## src/rtl/aflag_pkg.sv

```systemverilog
package aflag_pkg;

  localparam int RATE_W = 4;
  localparam int NCODES = 1 << RATE_W;

  // Number of low count bits that must be zero for a periodic match.
  // Rates at or above 1 Hz are expressed against the fractional width,
  // slower ones add whole-second bits on top of it.
  function automatic int tap_of(input int code, input int sub_w);
    case (code)
      1:  tap_of = 0;
      2:  tap_of = 1;
      3:  tap_of = 2;
      4:  tap_of = 3;
      5:  tap_of = 4;
      6:  tap_of = 5;
      7:  tap_of = sub_w - 3;
      8:  tap_of = sub_w - 2;
      9:  tap_of = sub_w - 1;
      10: tap_of = sub_w;
      11: tap_of = sub_w + 6;
      12: tap_of = sub_w + 12;
      13: tap_of = sub_w + 16;
      14: tap_of = sub_w + 19;
      15: tap_of = sub_w + 21;
      default: tap_of = 0;
    endcase
  endfunction

endpackage

```

## src/rtl/aflag_rate_match.sv

```systemverilog
module aflag_rate_match #(
  parameter int SUB_W = 12,
  parameter int SEC_W = 32,
  localparam int CNT_W = SUB_W + SEC_W
) (
  input  logic [CNT_W-1:0]            cnt,
  input  logic [aflag_pkg::RATE_W-1:0] rate_sel,
  output logic                        match
);

  logic [aflag_pkg::NCODES-1:0] hit;

  assign hit[0] = 1'b0;

  for (genvar c = 1; c < aflag_pkg::NCODES; c++) begin : g_code
    localparam int TAP = aflag_pkg::tap_of(c, SUB_W);
    if (TAP == 0) begin : g_every
      assign hit[c] = 1'b1;
    end else begin : g_tap
      assign hit[c] = ~|cnt[TAP-1:0];
    end
  end

  assign match = hit[rate_sel];

endmodule

```

## src/rtl/aflag_alarm.sv

```systemverilog
module aflag_alarm #(
  parameter int SEC_W = 32
) (
  input  logic             clk,
  input  logic             rst,
  input  logic             tick,
  input  logic             cnt_wr,
  input  logic [SEC_W-1:0] sec_cnt,
  input  logic [SEC_W-1:0] alarm_val,
  input  logic             clr,
  output logic             flag_d,
  output logic             flag_q
);

  logic eq_now;
  logic eq_seen;
  logic set_ev;

  assign eq_now = (sec_cnt == alarm_val);
  assign set_ev = tick & eq_now & ~eq_seen;
  assign flag_d = set_ev | (flag_q & ~clr);

  always_ff @(posedge clk) begin
    if (rst) begin
      eq_seen <= 1'b0;
      flag_q  <= 1'b0;
    end else begin
      flag_q <= flag_d;
      if (cnt_wr)
        eq_seen <= 1'b0;
      else if (tick)
        eq_seen <= eq_now;
    end
  end

endmodule

```

## src/rtl/aflag_periodic.sv

```systemverilog
module aflag_periodic #(
  parameter int SUB_W = 12,
  parameter int SEC_W = 32,
  localparam int CNT_W = SUB_W + SEC_W
) (
  input  logic                         clk,
  input  logic                         rst,
  input  logic                         tick,
  input  logic [CNT_W-1:0]             cnt,
  input  logic [aflag_pkg::RATE_W-1:0] rate_sel,
  input  logic                         clr,
  output logic                         flag_d,
  output logic                         flag_q
);

  logic match;

  aflag_rate_match #(.SUB_W(SUB_W), .SEC_W(SEC_W)) u_match (
    .cnt      (cnt),
    .rate_sel (rate_sel),
    .match    (match)
  );

  assign flag_d = (tick & match) | (flag_q & ~clr);

  always_ff @(posedge clk) begin
    if (rst) flag_q <= 1'b0;
    else     flag_q <= flag_d;
  end

endmodule

```

## src/rtl/aflag_irq_unit.sv

```systemverilog
module aflag_irq_unit #(
  parameter int SUB_W = 12,
  parameter int SEC_W = 32
) (
  input  logic                         clk,
  input  logic                         rst,
  input  logic                         tick,
  input  logic                         cnt_wr,
  input  logic [SUB_W-1:0]             sub_cnt,
  input  logic [SEC_W-1:0]             sec_cnt,
  input  logic [SEC_W-1:0]             alarm_val,
  input  logic                         alm_ie,
  input  logic                         per_ie,
  input  logic [aflag_pkg::RATE_W-1:0] rate_sel,
  input  logic                         flag_wr,
  input  logic [1:0]                   flag_wdata,
  input  logic                         osc_stop,
  input  logic                         upd_busy,
  output logic                         alm_flag,
  output logic                         per_flag,
  output logic                         irq_n,
  output logic [7:0]                   status
);

  localparam int CNT_W = SUB_W + SEC_W;

  logic [CNT_W-1:0] cnt_all;
  logic alm_clr, per_clr;
  logic alm_d, per_d;
  logic irq_q;

  assign cnt_all = {sec_cnt, sub_cnt};
  assign alm_clr = flag_wr & ~flag_wdata[0];
  assign per_clr = flag_wr & ~flag_wdata[1];

  aflag_alarm #(.SEC_W(SEC_W)) u_alarm (
    .clk       (clk),
    .rst       (rst),
    .tick      (tick),
    .cnt_wr    (cnt_wr),
    .sec_cnt   (sec_cnt),
    .alarm_val (alarm_val),
    .clr       (alm_clr),
    .flag_d    (alm_d),
    .flag_q    (alm_flag)
  );

  aflag_periodic #(.SUB_W(SUB_W), .SEC_W(SEC_W)) u_periodic (
    .clk      (clk),
    .rst      (rst),
    .tick     (tick),
    .cnt      (cnt_all),
    .rate_sel (rate_sel),
    .clr      (per_clr),
    .flag_d   (per_d),
    .flag_q   (per_flag)
  );

  always_ff @(posedge clk) begin
    if (rst) irq_q <= 1'b1;
    else     irq_q <= ~((alm_d & alm_ie) | (per_d & per_ie));
  end

  assign irq_n  = irq_q;
  assign status = {osc_stop, upd_busy, 4'b0000, per_flag, alm_flag};

endmodule

```

## config.mk

```make
export PLATFORM = sky130hd
export DESIGN_NAME = aflag_irq_unit
export DESIGN_NICKNAME = d
export VERILOG_FILES = /design/src/rtl/aflag_pkg.sv /design/src/rtl/aflag_rate_match.sv /design/src/rtl/aflag_alarm.sv /design/src/rtl/aflag_periodic.sv /design/src/rtl/aflag_irq_unit.sv
export SDC_FILE = /design/constraint.sdc
export NUM_CORES = 1
export LEC_CHECK = 0
export CORE_UTILIZATION = 53
export CTS_CLUSTER_SIZE = 40
export DETAILED_ROUTE_END_ITERATION = 6
export DONT_BUFFER_PORTS = 1
export PLACE_DENSITY = 0.68
export SYNTH_ARGS = -nofsm -noshare
export SYNTH_HDL_FRONTEND = slang
export SYNTH_SLANG_ARGS = --single-unit
export TNS_END_PERCENT = 10
```

## constraint.sdc

```tcl
create_clock -name clk -period 2.2 [get_ports clk]
set_input_delay 0.33 -clock clk [delete_from_list [all_inputs] [get_ports clk]]
set_output_delay 0.33 -clock clk [all_outputs]
set_load 0.02 [all_outputs]
```

Word level (Yosys, flattened, before mapping)
Cells that the tools add are included.
{"block": "word_totals", "ff_bits": 4, "elab_cells": 54}
{"block": "classes", "order_cmp": 1, "eq_ne": 1, "muxes": 2, "bitwise": 18, "reduce_logical": 28}
{"operator": "$reduce_or 33->1", "count": 1}
{"operator": "$eq 32x32->1", "count": 1}
{"operator": "$reduce_or 31->1", "count": 1}
{"operator": "$reduce_or 28->1", "count": 1}
{"operator": "$reduce_or 24->1", "count": 1}
{"operator": "$reduce_or 18->1", "count": 1}
{"operator": "$logic_not 1->1", "count": 14}
{"operator": "$reduce_or 12->1", "count": 1}
{"operator": "$reduce_or 11->1", "count": 1}
{"operator": "$reduce_or 10->1", "count": 1}
{"operator": "$and 1x1->1", "count": 9}
{"operator": "$reduce_or 9->1", "count": 1}
{"operator": "$not 1->1", "count": 6}
{"operator": "$lt 4x5->1 const B", "count": 1}
{"operator": "$reduce_or 5->1", "count": 1}
{"operator": "$bmux 1 s4", "count": 1}
{"operator": "$reduce_or 2->1", "count": 2}
{"operator": "$reduce_or 4->1", "count": 1}
{"operator": "$or 1x1->1", "count": 3}
{"operator": "$reduce_or 3->1", "count": 1}
{"operator": "$mux 1", "count": 1}

Depth between registers and ports, before layout
Gate-level depths: netlist of the first run.
{"block": "depth", "word_depth": 9, "mapped_depth": 7, "depth_no_buf": 6}

Hierarchy
Synthesis of the first run repeated with hierarchy kept, for this count alone.
{"block": "hier_totals", "cells_unflattened": 107, "hier_area_um2": 794.5}
{"module": "aflag_alarm", "n_inst": 1, "cells_per_inst": 52, "area_each_um2": 427.9, "seq_area_each_um2": 40.0}
{"module": "aflag_rate_match", "n_inst": 1, "cells_per_inst": 36, "area_each_um2": 206.4, "seq_area_each_um2": 0.0}
{"module": "aflag_irq_unit", "n_inst": 1, "cells_per_inst": 14, "area_each_um2": 110.1, "seq_area_each_um2": 20.0}
{"module": "aflag_periodic", "n_inst": 1, "cells_per_inst": 5, "area_each_um2": 50.0, "seq_area_each_um2": 20.0}

Least setup slack after synthesis of the first run
Ideal clock, no wire load.
{"block": "synth_path", "path_kind": "input -> register", "startpoint": "in sec_cnt[0]", "endpoint": "reg irq_q, in the netlist irq_n", "arrival_ps": 1619, "required_time_ps": 2078, "path_slack_ps": 459, "path_stages": 6, "cell_sequence": "or4_4 o21ai_1 a21oi_1 o41ai_2 a31o_1 a31oi_1"}
{"block": "synth_via", "elab_chain_len": 9, "elab_cells_between_ends": 22, "classes_between": "eq/ne: 1; mux: 2; bitwise: 9; reduce/logical: 10"}
{"element": "start: declaration", "line_no": "aflag_irq_unit.sv:10", "source": "input logic [SEC_W-1:0] sec_cnt,"}
{"element": "$reduce_or 33->1 (tied with other cells)", "line_no": "aflag_rate_match.sv:20", "source": "assign hit[c] = ~|cnt[TAP-1:0];"}
{"element": "$logic_not 1->1", "line_no": "aflag_rate_match.sv:20"}
{"element": "$bmux 1 s4", "line_no": "aflag_rate_match.sv:24", "source": "assign match = hit[rate_sel];"}
{"element": "$mux 1 (implied by the code)", "line_no": "aflag_rate_match.sv:24"}
{"element": "$and 1x1->1", "line_no": "aflag_periodic.sv:24", "source": "assign flag_d = (tick & match) | (flag_q & ~clr);"}
{"element": "$or 1x1->1", "line_no": "aflag_periodic.sv:24"}
{"element": "$and 1x1->1", "line_no": "aflag_irq_unit.sv:61", "source": "else irq_q <= ~((alm_d & alm_ie) | (per_d & per_ie));"}
{"element": "$or 1x1->1 *", "line_no": "aflag_irq_unit.sv:61"}
{"element": "$not 1->1 *", "line_no": "aflag_irq_unit.sv:61"}
{"element": "end signal: assignment", "line_no": "aflag_irq_unit.sv:61"}
{"element": "end: declaration", "line_no": "aflag_irq_unit.sv:30", "source": "logic irq_q;"}
Every way passes the cells marked *; elsewhere a longest branch is shown, timed or not. The select of a mux whose other input is x is not followed.
A chain may end at the register's enable or synchronous reset.

Worst setup path after layout of the first run
Ends and elaborated chain as after synthesis.

==> results.json, run 1 <==
{
  "clk_pin_slew_ns": 0.04,
  "clock_skew_ns": 0.00143,
  "multi_input_area_sq_um": 648,
  "ctsResizeCount": 0,
  "start_util_pct": 58.9,
  "slowest_delay_ns": 0.52,
  "synth_warnings": 0,
  "wl_met2_um": 1010,
  "syn_area_sq_um": 796,
  "cp_cell_sequence": "or4_4 > o21ai_1 > a21oi_1 > o41ai_2 > a31o_1 > a31oi_1",
  "ys_seq_elements": 4,
  "end_kind": "register",
  "drtPass1Iterations": 3,
  "ant_nets": 0,
  "seq_area_frac_synth_pct": 10.1,
  "via_per_inst": 6.46,
  "wl_met1_um": 595,
  "vias": 769,
  "grt_max_degree": 10,
  "io_buffers": 0,
  "rsz0062_at_grt": "false",
  "cts.sinks": 4,
  "grt-ovfl-total": 0,
  "start_kind": "input port",
  "drc": 0,
  "hold_viol": 0,
  "min_period_ns": 1.58,
  "grt_pass1_vias": 629,
  "min_path_type": "input port to register",
  "syn_inst": 107,
  "die_x_um": 40.8,
  "status": "completed",
  "fin_crit_sh_pct": 71.9,
  "drive_gt1_share_pct": 5.77,
  "final_common_cell": "xnor2_1",
  "top_layer": "met3",
  "cts_tree": "done",
  "leakage_uw": 0.000233,
  "setup_ws_ns": 0.618,
  "powerDensity_nw_per_um2": 331,
  "syn_area_per_cell_sq_um": 7.44,
  "rows": 13,
  "final_cell_mix": "xnor2_1 (28), nor2_1 (7), nand4_1 (6)",
  "drv_cap": 0,
  "grt_usage_pct": 20.8,
  "wire_per_inst_um": 15.0,
  "hold_buffers": 0,
  "critPathKind": "input port to register",
  "cp.arrival_ns": 1.70,
  "wl_met3_um": 183,
  "drv_slew": 0,
  "setup_viol": 0,
  "cts_max_level": 1,
  "clk_path_buf_depth": 2,
  "clk_latency_ns": 0.23,
  "worstPathRequired_ns": 2.32,
  "cts_buffers": 3,
  "cpMaxStageDelayCell": "or4_4",
  "hpwlAfterDp_um": 1670,
  "die_area_sq_um": 1660,
  "cts_root_buffer": "clkbuf_4",
  "n_antenna_cell": 0,
  "grt_pass1_wl_um": 2360,
  "ys_types": 33,
  "cts_setup_buffers": 0,
  "drt-initial-drc-count": 13,
  "fillers": 142,
  "nets": 197,
  "timing.fmax_mhz": 632,
  "area_growth_pct": -1.42,
  "die_h_um": 40.8,
  "seqCellArea_sq_um": 80.1,
  "gp_congestion": 0.720,
  "antenna_found_initial": 0,
  "crit_fanout": 2,
  "pre_cts_ws_ns": 0.380,
  "finalWirelength_um": 1790,
  "ir_worst_vdd_uv": 109,
  "core_area_sq_um": 1350,
  "ios": 102,
  "tns_ns": 0
}
-- critical path: cells and delay by family --
family	cells	cell delay (ns)
AO/OA/AOI/OAI	5	0.85
AND/OR/NAND/NOR	1	0.52
-- flip-flops by register name (all words and copies together), names as in the netlist --
| name | flops |
|---|---|
| irq_n | 1 |
| u_alarm.eq_seen | 1 |
| u_alarm.flag_q | 1 |
| u_periodic.flag_q | 1 |
-- cell usage after synthesis --
| cell | count | area share [%] |
|---|---|---|
| a211oi_1 | 1 | 0.94 |
| a21oi_1 | 3 | 1.9 |
| a311oi_1 | 1 | 1.1 |
| a31o_1 | 1 | 1.1 |
| a31oi_1 | 2 | 1.6 |
| a41oi_1 | 1 | 1.1 |
| and2_1 | 2 | 1.6 |
| and3_1 | 1 | 0.79 |
| buf_4 | 8 | 7.5 |
| clkbuf_1 | 1 | 0.47 |
| conb_1 | 1 | 0.47 |
| dfxtp_1 | 4 | 10 |
| inv_1 | 4 | 1.9 |
| nand2_1 | 3 | 1.4 |
| nand2b_1 | 2 | 1.6 |
| nand3_1 | 3 | 1.9 |
| nand4_1 | 6 | 4.7 |
| nor2_1 | 7 | 3.3 |
| nor3_1 | 3 | 1.9 |
| nor4_1 | 4 | 3.1 |
| o2111ai_1 | 1 | 1.1 |
| o211ai_1 | 2 | 1.9 |
| o21a_1 | 1 | 0.94 |
| o21ai_0 | 5 | 3.1 |
| o21ai_1 | 1 | 0.63 |
| o22a_2 | 1 | 1.3 |
| o311ai_0 | 1 | 1.1 |
| o31ai_1 | 2 | 1.9 |
| o41ai_2 | 1 | 2.0 |
| or4_1 | 1 | 0.94 |
| or4_4 | 1 | 1.4 |
| xnor2_1 | 28 | 31 |
| xor2_1 | 4 | 4.4 |
-- layout make-up --
| type | count | area share, % |
|---|---|---|
| Multi-Input combinational cell | 93 | 82.6 |
| Sequential cell | 4 | 10.2 |
| Clock buffer | 3 | 2.87 |
| Tap cell | 15 | 2.39 |
| Inverter | 4 | 1.91 |
-- cells by family after synthesis --
kind of cell,count (synthesis),synth area share (%)
buffers and inverters,13,9.90
and+or+nand+nor,33,22.6
xor gates and xnor gates,32,35.2
AOI/OAI and AO/OA,24,21.7
DFF,4,10.1
other,1,0.471
-- power by group --
group	internal, uW	switching [uW]
Sequential	74.4	4.09
Clock	60.9	28.7
Combinational	55.0	36.4
-- layer usage --
layer / track usage (%) / up-vias
li1: - / 372
met4: 2.50 / 0
met5: 0 / -
met3: 2.72 / 0
met1: 21.2 / 344
met2: 44.0 / 53
-- per-stage QoR --
stage | instance area (sq um) | util (%) | total power, uW | std cells | hold WS [ns]
after floorplan | 807 | - | 176 | 110 | 0.403
after global placement | 762 | 56.4 | 171 | 116 | 0.405
after detailed placement | 762 | 56.4 | 171 | 116 | 0.407
after CTS | 785 | 58.1 | 263 | 119 | 0.162
after global routing | 785 | 58.1 | 277 | 119 | 0.161
final | 785 | 58.1 | 260 | 119 | 0.166
-- path summary, 6_finish.rpt --
| kind | from | endpoint | slack, ns | depth (start not counted) |
|---|---|---|---|---|
| setup / recovery | sec_cnt[0] | irq_n$_SDFF_PP1_ | 0.62 | 6 |
| hold / removal | rst | u_alarm.eq_seen$_SDFFE_PP0P_ | 0.17 | 1 |
| setup reg to reg | u_periodic.flag_q$_SDFF_PP0_ | irq_n$_SDFF_PP1_ | 1.03 | 4 |
| hold reg to reg | u_alarm.eq_seen$_SDFFE_PP0P_ | u_alarm.eq_seen$_SDFFE_PP0P_ | 0.49 | 2 |
(Power assumes the default switching activity.)
==> run 2, diff against run 1 <==
ABC_AREA = 1   (was not set)
PLACE_DENSITY = 0.71   (was 0.68)
clock period = 1.3 ns   (was 2.2 ns; I/O delays follow)
==> run 2 against run 1 <==
First-iteration DRC count down 7.7%. Die area up 25%. Sequential cell count unchanged. Count of clock-buffer cells in the layout stayed put. Critical path depth is 5 lower. Via count grew 47%.
==> results.json, run 2 <==
{
  "reg2reg_slack_ns": 0.54,
  "synth_compound_area_share_pct": 11.1,
  "syn_area_per_cell_sq_um": 4.94,
  "slowest_delay_ns": 0.31,
  "fin_util_pct": 58.9,
  "leakage_uw": 0.000561,
  "power.share.combinational_pct": 41.1,
  "yosysMostFrequentCell": "nand2_1",
  "hold_buffers": 0,
  "cts.sinks": 4,
  "critPathKind": "register to output pin",
  "synth-xor-area-share_pct": 10.4,
  "cts_buffers": 3,
  "pre_cts_ws_ns": 0.131,
  "fillers": 194,
  "p_int_uw": 319,
  "p_clk_share_pct": 32.4,
  "rows": 15,
  "grt_usage_pct": 19.8,
  "drv_slew": 0,
  "vias": 1129,
  "core_area_sq_um": 1750,
  "drv_cap": 0,
  "holdWs_ns": 0.0222,
  "min_period_ns": 0.921,
  "drc": 0,
  "io_buffers": 0,
  "critical_path_buf_inv_count": 1,
  "swShare_pct": 34.4,
  "grt_pass1_wl_um": 3100,
  "ir_worst_vdd_uv": 192,
  "synthTopCellsByCount": "nand2_1 (60), nor2_1 (40), inv_1 (32), nand3_1 (9), buf_4 (8)",
  "via_per_inst": 4.93,
  "finalWirelength_um": 2120,
  "synthMuxAreaShare_pct": 0,
  "cts_setup_buffers": 0,
  "cp_cell_sequence": "buf_4",
  "cp.arrival_ns": 0.73,
  "timing.fmax_mhz": 1090,
  "synth_top_area_cell": "nand2_1",
  "cts_root_buffer": "clkbuf_4",
  "final_common_cell": "nand2_1",
  "seq_area_frac_synth_pct": 7.95,
  "nets": 297,
  "cts_tree": "done",
  "clk_pin_slew_ns": 0.04,
  "synth_fa_ha_area_share_pct": 0,
  "drt-initial-drc-count": 12,
  "fin_crit_sh_pct": 70.9,
  "n_antenna_cell": 0,
  "grt-ovfl-total": 0,
  "seqPwrFrac_pct": 26.5,
  "synth_top_family_by_area": "simple AND/OR/NAND/NOR gates",
  "total_power_uw": 486,
  "clk_latency_ns": 0.24,
  "cpMaxStageDelayCell": "dfxtp_1",
  "gp_congestion": 0.743,
  "status": "completed",
  "min_path_type": "input port to register",
  "clock_skew_ns": 0.00424,
  "crit_fanout": 2,
  "synth_area_leaders": "nand2_1 (22%), nor2_1 (15%), inv_1 (12%), dfxtp_1 (8.0%), buf_4 (6.0%)",
  "tns_ns": 0,
  "end_kind": "output pin",
  "setup_viol": 0,
  "ys_seq_elements": 4,
  "cp_top_family": "flip-flops",
  "ctsResizeCount": 0,
  "setup_ws_ns": 0.379,
  "synthArstFlopShare_pct": 0,
  "hold_viol": 0,
  "drtPass1Iterations": 4,
  "start_util_pct": 57.7,
  "synth_top_area_share_pct": 22.4,
  "clk_path_buf_depth": 2,
  "ys_types": 24,
  "ant_nets": 0,
  "powerDensity_nw_per_um2": 473,
  "cts_max_level": 1,
  "die_area_sq_um": 2080,
  "syn_inst": 204,
  "ios": 102,
  "synth_warnings": 0,
  "final_cell_mix": "nand2_1 (60), nor2_1 (40), inv_1 (32)",
  "yosys_most_used_dff": "dfxtp_1",
  "wire_per_inst_um": 9.25,
  "syn_area_sq_um": 1010,
  "die_h_um": 45.6,
  "yosys.area_share.simple_pct": 51.2,
  "start_kind": "register",
  "worstPathRequired_ns": 1.11,
  "rsz0062_at_grt": "false",
  "drive_gt1_share_pct": 8.33,
  "synth_edf_count": 0,
  "grt_pass1_vias": 973,
  "power.switching_uw": 167,
  "die_x_um": 45.6,
  "antenna_found_initial": 0,
  "grt_max_degree": 6,
  "hpwlAfterDp_um": 1960,
  "area_growth_pct": 1.99
}
-- run 2: changes by cell type in the layout (fill, tap and decap cells not counted), moves of 4 or more --
cell and change:
xnor2_1 -22, nand4_1 -4, nand3_1 +6, nor4_1 -4, nor2_1 +33, nor2_2 +6
nand2_1 +57, inv_1 +28
-- run 2: worst paths after layout --
kind | startpoint | to | cells after the start
max reg2reg | u_alarm.eq_seen$_SDFFE_PP0P_ | irq_n$_SDFF_PP1_ | 6
max | u_alarm.flag_q$_SDFF_PP0_ | status[0] | 1
min | rst | u_alarm.flag_q$_SDFF_PP0_ | 1
min reg2reg | u_periodic.flag_q$_SDFF_PP0_ | u_periodic.flag_q$_SDFF_PP0_ | 2
-- run 2: through the flow --
step | std cells | cell area [sq um]
final | 229 | 1030
after global routing | 229 | 1030
after CTS | 229 | 1030
after detailed placement | 226 | 1000
after global placement | 226 | 1000
after floorplan | 207 | 1020
-- run 2: power by group through the flow --
stage,Sequential [uW],Combinational (uW),Clock [uW]
finish,129,200,157
global route,129,234,168
CTS,129,203,162
detailed placement,131,202,0
global placement,131,196,0
floorplan,134,195,0
-- run 2: kinds of logic (layout without fill, tap and decap cells) --
family,after synthesis,count (layout)
other,1,4
and+or+nand+nor,124,124
xor gates and xnor gates,12,12
DFF,4,4
AOI/OAI and AO/OA,20,20
buffers and inverters,43,40
-- run 2: cell type report --
cell class | instances | area, sq um | share of cell area, %
multi-input cells | 160 | 747 | 72.7
well taps | 25 | 31.3 | 3.05
inverters | 35 | 131 | 12.8
flip-flops and latches | 4 | 80.1 | 7.80
repair buffers | 2 | 15.0 | 1.46
clock buffers | 3 | 22.5 | 2.19
-- run 2: per-layer routing --
layer | routed length (um) | global-route usage (%) | vias up
met1 | 762 | 19.9 | 449
met4 | 15 | 10.9 | 0
met2 | 1110 | 39.4 | 69
met3 | 231 | 1.19 | 2
li1 | - | - | 609
met5 | 0 | 0 | -
==> run 3, diff against run 2 <==
PLACE_DENSITY = 0.68   (was 0.71)
clock period = 0.9 ns   (was 1.3 ns; I/O delays follow)
==> run 3 against run 2 <==
Register-to-register slack worse by 0.40 ns. Critical endpoint is now irq_n$_SDFF_PP1_. Sequential share of layout area shrank 0.78 points. Setup slack worse by 0.37 ns. Worst hold slack gained 0.030 ns. Sequential power grew 44%. Largest power group unchanged. Global-route usage is 1.1 points higher. Critical path depth up 10. Non-clock buffer count increased by 8. Via count increased by 3.4%. Clock skew up 0.00083 ns. Cell count increased by 3.5%. Utilization is 6.5 points higher.
==> results.json, run 3 (synthesized netlist as in run 2, its figures left out) <==
{
  "status": "completed",
  "finalInstanceArea_sq_um": 1140,
  "timing.fmax_mhz": 1130,
  "drv_slew": 0,
  "slowest_delay_ns": 0.24,
  "seqPwrFrac_pct": 25.1,
  "drtPass1Iterations": 4,
  "setup_viol": 0,
  "tns_ns": 0,
  "power.switching_uw": 251,
  "r2r.worst_path.cells": 5,
  "crit_start": "sec_cnt[3]",
  "cts.sinks": 4,
  "rows": 15,
  "min_path_type": "input port to register",
  "critPathKind": "input port to register",
  "grt_pass1_vias": 995,
  "drv_cap": 0,
  "area_growth_pct": 13.3,
  "pre_cts_ws_ns": -0.224,
  "core_area_sq_um": 1750,
  "fin_crit_sh_pct": 98.5,
  "crit_fanout": 2,
  "cts_root_buffer": "clkbuf_4",
  "ant_nets": 0,
  "ir_worst_vdd_uv": 337,
  "io_buffers": 0,
  "antenna_found_initial": 0,
  "clock_skew_ns": 0.00507,
  "min_period_ns": 0.887,
  "grt-ovfl-total": 0,
  "die_h_um": 45.6,
  "cts_tree": "done",
  "hpwlAfterDp_um": 1960,
  "drive_gt1_share_pct": 15.1,
  "drt-initial-drc-count": 13,
  "endpoint": "irq_n$_SDFF_PP1_",
  "nets": 305,
  "clk_path_buf_depth": 2,
  "reg2reg_to": "irq_n$_SDFF_PP1_",
  "via_per_inst": 4.92,
  "worstPathRequired_ns": 1.03,
  "leakage_uw": 0.000603,
  "rr_startpoint": "u_alarm.flag_q$_SDFF_PP0_",
  "setup_ws_ns": 0.0133,
  "finalWirelength_um": 2250,
  "cpMaxStageDelayCell": "or2_4",
  "p_clk_share_pct": 30.2,
  "ios": 102,
  "hold_viol": 0,
  "vias": 1167,
  "grt_max_degree": 6,
  "start_util_pct": 57.7,
  "rsz0062_at_grt": "true",
  "powerDensity_nw_per_um2": 651,
  "wire_per_inst_um": 9.49,
  "drc": 0,
  "clk_pin_slew_ns": 0.04,
  "die_area_sq_um": 2080,
  "p_int_uw": 491,
  "clk_latency_ns": 0.23,
  "grt_usage_pct": 21.0,
  "swShare_pct": 33.9,
  "cp.arrival_ns": 1.02,
  "crit_top_cell": "nand2_1",
  "die_x_um": 45.6,
  "power.share.combinational_pct": 44.8,
  "n_antenna_cell": 0,
  "final_common_cell": "nand2_1",
  "grt_pass1_wl_um": 3330,
  "reg2reg_slack_ns": 0.14,
  "end_kind": "register",
  "gp_congestion": 0.731,
  "final_cell_mix": "nand2_1 (59), nor2_1 (34), inv_1 (32)",
  "hp-start": "alm_ie",
  "holdWs_ns": 0.0526,
  "dpl-instance-area_sq_um": 1050,
  "min_path_cells": 3,
  "start_kind": "input port",
  "cp_cell_sequence": "or2_4 > nor2_2 > nand3_1 > nand2_1 > nand3_1 > nand2_1 > nand2_1 > nand2_1 > nand2_1 > nand2_1 > nand2_1",
  "fillers": 185,
  "cts_max_level": 1,
  "cts_buffers": 3,
  "fin_util_pct": 65.4
}
run 3: cell count changes in the layout (fill, tap and decap cells not counted), moves of 2 or more:
cell / change
buf_4: +5
dlygate4sd3_1: +2
nor2_1: -6
nor2_2: +2
nor2_4: +4
run 3: worst max-delay path: cells and delay by family:
kind	cells	cell delay, ns
and+or+nand+nor	11	0.88
run 3: layout make-up:
| type | count | area, sq um | area share, % |
|---|---|---|---|
| Clock buffer | 3 | 22.5 | 1.97 |
| Inverter | 35 | 131 | 11.5 |
| Tap cell | 25 | 31.3 | 2.74 |
| Sequential cell | 4 | 80.1 | 7.02 |
| Multi-Input combinational cell | 160 | 792 | 69.4 |
| Timing Repair Buffer | 10 | 83.8 | 7.35 |
run 3: timing repair:
| action | in CTS | in global routing |
|---|---|---|
| hold buffers | 2 | 0 |
| gates resized for setup | 0 | 14 |
| buffers inserted | 0 | 0 |
| setup endpoints to repair | 0 | 4 |
| endpoints found under the hold margin | 4 | 0 |
run 3: power by group through the flow:
| stage | logic, uW | clock network [uW] | registers (uW) |
|---|---|---|---|
| 3_3_place_gp | 304 | 0 | 189 |
| 6_report | 333 | 224 | 186 |
| 3_5_place_dp | 311 | 0 | 189 |
| 4_1_cts | 322 | 232 | 186 |
| 2_1_floorplan | 281 | 0 | 193 |
| 5_1_grt | 389 | 246 | 186 |
run 3: how the worst min path moves through the flow:
stage,to,slack [ns]
final,irq_n$_SDFF_PP1_,0.05
after global routing,irq_n$_SDFF_PP1_,0.08
after CTS,irq_n$_SDFF_PP1_,0.05
after detailed placement,u_periodic.flag_q$_SDFF_PP0_,0.21
after global placement,u_alarm.flag_q$_SDFF_PP0_,0.21
after floorplan,u_alarm.flag_q$_SDFF_PP0_,0.20
run 3: routing by layer:
metal	track usage (%)	share of wire, %	vias up
met2	41.4	55	59
li1	-	-	626
met4	9.09	0	0
met5	0	0	-
met1	22.0	36	482
met3	1.59	8.8	0
run 3: through the flow:
step	power, uW	instances
after floorplan	474	207
after global placement	493	232
after detailed placement	500	232
after CTS	740	237
after global routing	821	237
final	743	237
